`config.mk`:
```
export PLATFORM = sky130hd
export DESIGN_NAME = ival_timer
export DESIGN_NICKNAME = d
export VERILOG_FILES = /design/src/rtl/ival_timer_pkg.sv /design/src/rtl/ival_timer_count.sv /design/src/rtl/ival_timer_ctrl.sv /design/src/rtl/ival_timer_rdmux.sv /design/src/rtl/ival_timer.sv
export SDC_FILE = /design/constraint.sdc
export NUM_CORES = 1
export LEC_CHECK = 0
export BUFFER_PORTS_ARGS = -buffer_cell sky130_fd_sc_hd__buf_2
export CAP_MARGIN = 20
export CORE_ASPECT_RATIO = 0.8
export CORE_MARGIN = 2
export CORE_UTILIZATION = 40
export CTS_BUF_LIST = sky130_fd_sc_hd__clkbuf_2 sky130_fd_sc_hd__clkbuf_4 sky130_fd_sc_hd__clkbuf_8
export DETAILED_ROUTE_END_ITERATION = 12
export GPL_ROUTABILITY_DRIVEN = 0
export PLACE_DENSITY = 0.65
export SETUP_SLACK_MARGIN = 0.2
export SLEW_MARGIN = 15
export SYNTH_ARGS = -nofsm -noshare
export SYNTH_HDL_FRONTEND = slang
export SYNTH_HIERARCHICAL = 1
export SYNTH_SLANG_ARGS = --single-unit
export TNS_END_PERCENT = 100
```
`constraint.sdc`:
```
create_clock -name clk -period 2.65 [get_ports clk]
set_input_delay 0.265 -clock clk [delete_from_list [all_inputs] [get_ports clk]]
set_output_delay 0.265 -clock clk [all_outputs]
set_load 0.03 [all_outputs]
```
`src/rtl/ival_timer_pkg.sv`:
```
package ival_timer_pkg;

    // Register indices decoded on the register port
    localparam int IDX_COUNT = 32'h21;
    localparam int IDX_CTRL  = 32'h22;
    localparam int IDX_LIMIT = 32'h23;

    // Bit positions inside the control word as read back
    localparam int BIT_IE   = 0;
    localparam int BIT_RUN  = 1;
    localparam int BIT_PEND = 3;

    // Writable control state; packed so bit 1 is run and bit 0 is enable
    typedef struct packed {
        logic run;
        logic ie;
    } ctrl_t;

endpackage

```
`src/rtl/ival_timer_count.sv`:
```
module ival_timer_count #(
    parameter int W = 32
) (
    input  logic         clk,
    input  logic         rst_n,
    input  logic         run,
    input  logic         cnt_wr,
    input  logic         lim_wr,
    input  logic [W-1:0] wdata,
    output logic [W-1:0] cnt,
    output logic [W-1:0] lim,
    output logic         hit
);
    localparam logic [W-1:0] LIM_RST = '1;
    localparam logic [W-1:0] ONE     = W'(1);

    typedef struct packed {
        logic [W-1:0] cnt;
        logic [W-1:0] lim;
    } st_t;

    st_t  st_d, st_q;
    logic at_lim;

    always_comb begin
        st_d   = st_q;
        at_lim = (st_q.cnt == st_q.lim);
        hit    = run & ~cnt_wr & at_lim;
        if (cnt_wr) begin
            st_d.cnt = wdata;
        end else if (run) begin
            st_d.cnt = at_lim ? '0 : st_q.cnt + ONE;
        end
        if (lim_wr) begin
            st_d.lim = wdata;
        end
    end

    always_ff @(posedge clk or negedge rst_n) begin
        if (!rst_n) begin
            st_q <= '{cnt: '0, lim: LIM_RST};
        end else begin
            st_q <= st_d;
        end
    end

    assign cnt = st_q.cnt;
    assign lim = st_q.lim;

endmodule

```
`src/rtl/ival_timer_ctrl.sv`:
```
module ival_timer_ctrl
    import ival_timer_pkg::*;
(
    input  logic       clk,
    input  logic       rst_n,
    input  logic       ctrl_wr,
    input  logic [1:0] wbits,
    input  logic       hit,
    output ctrl_t      ctrl,
    output logic       pend
);
    typedef struct packed {
        ctrl_t ctrl;
        logic  pend;
    } st_t;

    st_t st_d, st_q;

    always_comb begin
        st_d = st_q;
        // a reload with interrupts armed wins over an acknowledge
        st_d.pend = (hit & st_q.ctrl.ie) | (st_q.pend & ~ctrl_wr);
        if (ctrl_wr) begin
            st_d.ctrl = ctrl_t'(wbits);
        end
    end

    always_ff @(posedge clk or negedge rst_n) begin
        if (!rst_n) begin
            st_q <= '0;
        end else begin
            st_q <= st_d;
        end
    end

    assign ctrl = st_q.ctrl;
    assign pend = st_q.pend;

endmodule

```
`src/rtl/ival_timer_rdmux.sv`:
```
module ival_timer_rdmux
    import ival_timer_pkg::*;
#(
    parameter int W  = 32,
    parameter int AW = 8
) (
    input  logic [AW-1:0] addr,
    input  logic [W-1:0]  cnt,
    input  logic [W-1:0]  lim,
    input  ctrl_t         ctrl,
    input  logic          pend,
    output logic [W-1:0]  rdata
);
    always_comb begin
        rdata = '0;
        if (addr == AW'(IDX_COUNT)) begin
            rdata = cnt;
        end else if (addr == AW'(IDX_LIMIT)) begin
            rdata = lim;
        end else if (addr == AW'(IDX_CTRL)) begin
            rdata[BIT_IE]   = ctrl.ie;
            rdata[BIT_RUN]  = ctrl.run;
            rdata[BIT_PEND] = pend;
        end
    end

endmodule

```
`src/rtl/ival_timer.sv`:
```
module ival_timer
    import ival_timer_pkg::*;
#(
    parameter int W  = 32,
    parameter int AW = 8
) (
    input  logic          clk,
    input  logic          rst_n,
    input  logic          wr_en,
    input  logic [AW-1:0] addr,
    input  logic [W-1:0]  wdata,
    output logic [W-1:0]  rdata,
    input  logic          debug_halt,
    output logic          irq
);
    logic         cnt_wr, lim_wr, ctrl_wr;
    logic         run, hit, pend_q;
    logic [W-1:0] cnt_q, lim_q;
    ctrl_t        ctrl_q;

    assign cnt_wr  = wr_en && (addr == AW'(IDX_COUNT));
    assign lim_wr  = wr_en && (addr == AW'(IDX_LIMIT));
    assign ctrl_wr = wr_en && (addr == AW'(IDX_CTRL));
    assign run     = ctrl_q.run & ~debug_halt;

    ival_timer_count #(.W(W)) u_count (
        .clk    (clk),
        .rst_n  (rst_n),
        .run    (run),
        .cnt_wr (cnt_wr),
        .lim_wr (lim_wr),
        .wdata  (wdata),
        .cnt    (cnt_q),
        .lim    (lim_q),
        .hit    (hit)
    );

    ival_timer_ctrl u_ctrl (
        .clk     (clk),
        .rst_n   (rst_n),
        .ctrl_wr (ctrl_wr),
        .wbits   (wdata[1:0]),
        .hit     (hit),
        .ctrl    (ctrl_q),
        .pend    (pend_q)
    );

    ival_timer_rdmux #(.W(W), .AW(AW)) u_rdmux (
        .addr  (addr),
        .cnt   (cnt_q),
        .lim   (lim_q),
        .ctrl  (ctrl_q),
        .pend  (pend_q),
        .rdata (rdata)
    );

    assign irq = pend_q;

endmodule

```
==> impl_metrics.ini <==
[cts]
ctsHtreeMaxLevel = 3
worstSkewPairLatency_ns = 0.37
clock_path_buffers = 2
ctsRootBufferMaster = clkbuf_8
cts_num_sinks = 67
cts_tree = built
cts_buffers = 9
clk_pin_slew_ns = 0.08

[setup_path]
reg2regPathDepth = 8
end_kind = flop
critPathMaxStageDelay_ns = 0.47
r2r-start = u_count/cnt[2]$_DFFE_PN0P_
r2r-end = u_count/cnt[20]$_DFFE_PN0P_
critical_path_required_ns = 2.90
r2r_slack_ns = 0.29
crit_type = reg2reg
cp.depth = 8
arrival_ns = 2.61
critPathSlowestCell = dfrtp_1
cp_top_family = simple AND/OR/NAND/NOR gates
worst_setup_path_start_kind = flop
critical_path.endpoint = u_count/cnt[20]$_DFFE_PN0P_
cp_cell_sequence = xnor2_1 -> nand4_1 -> nor4_2 -> and2_4 -> buf_4 -> o21ai_0 -> a22oi_1 -> a21oi_1
crit_path_start = u_count/cnt[2]$_DFFE_PN0P_
path_max_fanout = 15
worst-path-buf-inv = 1

[sta]
setup_violations = 0
fin_crit_ns = 2.36
timing.slew.headroom_pct = 49.7
fin_crit_sh_pct = 89.0
tns_ns = 0
finalWorstSetupSlack_ns = 0.290
skew_ns = 0.00969
max_freq_ghz = 0.424
rsz0062_at_grt = true
hold_viol = 0
tightestPinTransition_ns = 0.755
maxSlewViolCount = 0
whs_ns = 0.138

[cells_and_area]
num-fill-cells = 1079
final_cell_mix = 76 x buf_2, 63 x nor2_1, 37 x mux2_2
fin_nets = 606
drive_gt1_share_pct = 37.3
syn2layout_area_growth_pct = 19.6
final_common_cell = buf_2
final_area_um2 = 5360
fin_util_pct = 49.2
diodes = 0

[power_and_ir_drop]
power_density_nw_per_um2 = 472
peakVddDrop_uv = 219
p_leak_uw = 0.00222

[synth]
synth_area_leaders = dfrtp_1 20%, dfstp_2 19%, mux2_2 9.3%, mux2i_1 6.7%, xnor2_1 6.3%
synthDistinctLibCells = 57
synthesis.nets = 521
synthCells = 476
ys_seq_area_share_pct = 38.3
synth_warnings = 6
mappedNetlistArea_um2 = 4480
synth_top_cell_area_share_pct = 19.6
syn_area_per_cell_um2 = 9.41
yosys.area.top_type = dfrtp_1
ys_seq_elements = 67

[placed_design]
dp_hpwl_um = 9190
io_buffer_count = 76
place_ws_ns = 0.137
placed_area_um2 = 5110

[route]
num_vias = 3991
drt_iter0_markers = 279
antenna_left = 0
routed_via_density = 5.63
drc = 0
firstDrtPassIters = 4
routed_wl_um = 12800
wire_per_inst_um = 18.1

[run_status]
status = complete, no violations

[global_route]
grt_pass1_vias = 4004
grt-ovfl-total = 0
grt_pass1_wl_um = 20900
grt_max_degree = 38
track_usage_pct = 22.5
antenna_found_initial = 0

[die]
die_area_um2 = 12100
io_pins = 77
coreArea_um2 = 10900
rows = 34
die_x_um = 122
die_h_um = 98.6
start_util_pct = 41.1

[worst_hold_path]
min_path_cells = 2
hp-class = in2reg

[run]
max_cap_violations = 0
[area by class of cell]
type / instances / area (um^2) / area share (%)
multi-input combinational: 368 / 2610 / 48.7
sequential: 67 / 1720 / 32.0
clock buffer: 13 / 166 / 3.11
inverter: 13 / 48.8 / 0.911
clock inverter: 2 / 35.0 / 0.654
timing repair buffer: 102 / 603 / 11.3
tap: 144 / 180 / 3.36
[worst min path at each step]
| stage | from | to | slack, ns |
|---|---|---|---|
| global placement | rst_n | u_count/cnt[28]$_DFFE_PN0P_ | 0.37 |
| detailed placement | rst_n | u_count/cnt[28]$_DFFE_PN0P_ | 0.38 |
| global route | wdata[16] | u_count/cnt[16]$_DFFE_PN0P_ | 0.12 |
| floorplan | rst_n | u_count/cnt[0]$_DFFE_PN0P_ | -0.03 |
| finish | wdata[13] | u_count/lim[13]$_DFFE_PN1P_ | 0.14 |
| CTS | wdata[13] | u_count/lim[13]$_DFFE_PN1P_ | 0.13 |
[logic make-up after synthesis]
kind of cell	Yosys count	share of synthesized area [%]
and+or+nand+nor	185	22.0
muxes	67	16.0
adders and majority gates	1	0.279
AOI/OAI and AO/OA	83	12.5
buffers and inverters	41	4.61
xor gates and xnor gates	32	6.26
DFF	67	38.3
[registers in the layout, indices dropped and copies added (netlist names)]
register and cells:
u_count/cnt 32, u_ctrl/pend 1, u_ctrl/ctrl 2, u_count/lim 32
[routing by layer]
metal	part of all wire (%)	up-vias	GRT usage (%)
met1	46	1924	31.2
met3	6.7	18	4.92
met4	2.1	0	8.40
met2	45	159	34.4
met5	0	-	0
li1	-	1890	-
[Yosys cell counts, drive strengths merged]
cell and count:
o41ai 1, dfrtp 35, a31oi 12, inv 12, clkbuf 11, o21a 1, a2bb2oi 9, dfstp 32
nor2 65, a221oi 1, or3 3, or4b 2, o32a 1, xnor2 32, ha 1, nand2b 5
o31a 4, or4 2, o22a 1, a21oi 15, o21ai 26, buf 16, nand4b 2, nor2b 4
a22oi 5, nor4 7, dlygate4sd3 1, clkinv 1, nand4 14, mux2 37, nand3 18, nor3 12
nand3b 4, o311ai 6, nand2 36, a21o 1, mux2i 30, or4bb 1, and2 2, and4 1
and3 7
[timing repair]
item / in CTS / in global routing
hold buffers: 1 / 0
endpoints found under the setup margin: 4 / 24
pin swaps: 0 / 1
setup buffers: 0 / 0
endpoints found under the hold margin: 15 / 0
resized for setup: 2 / 6
[stage by stage]
stage                     std cells  total power [uW]
after floorplan                 476              1450
after global placement          693              1620
after detailed placement        693              1630
after CTS                       709              2530
after global routing            709              2650
final                           709              2530
[where the power goes]
part	leakage (uW)	internal, uW	switching, uW	total (uW)
clock network	0.000106	501	399	900
registers	0.000789	1110	93.0	1210
logic	0.00132	195	229	424
total	0.00222	1810	721	2530
Note: power is estimated with default switching activity, not from simulation.
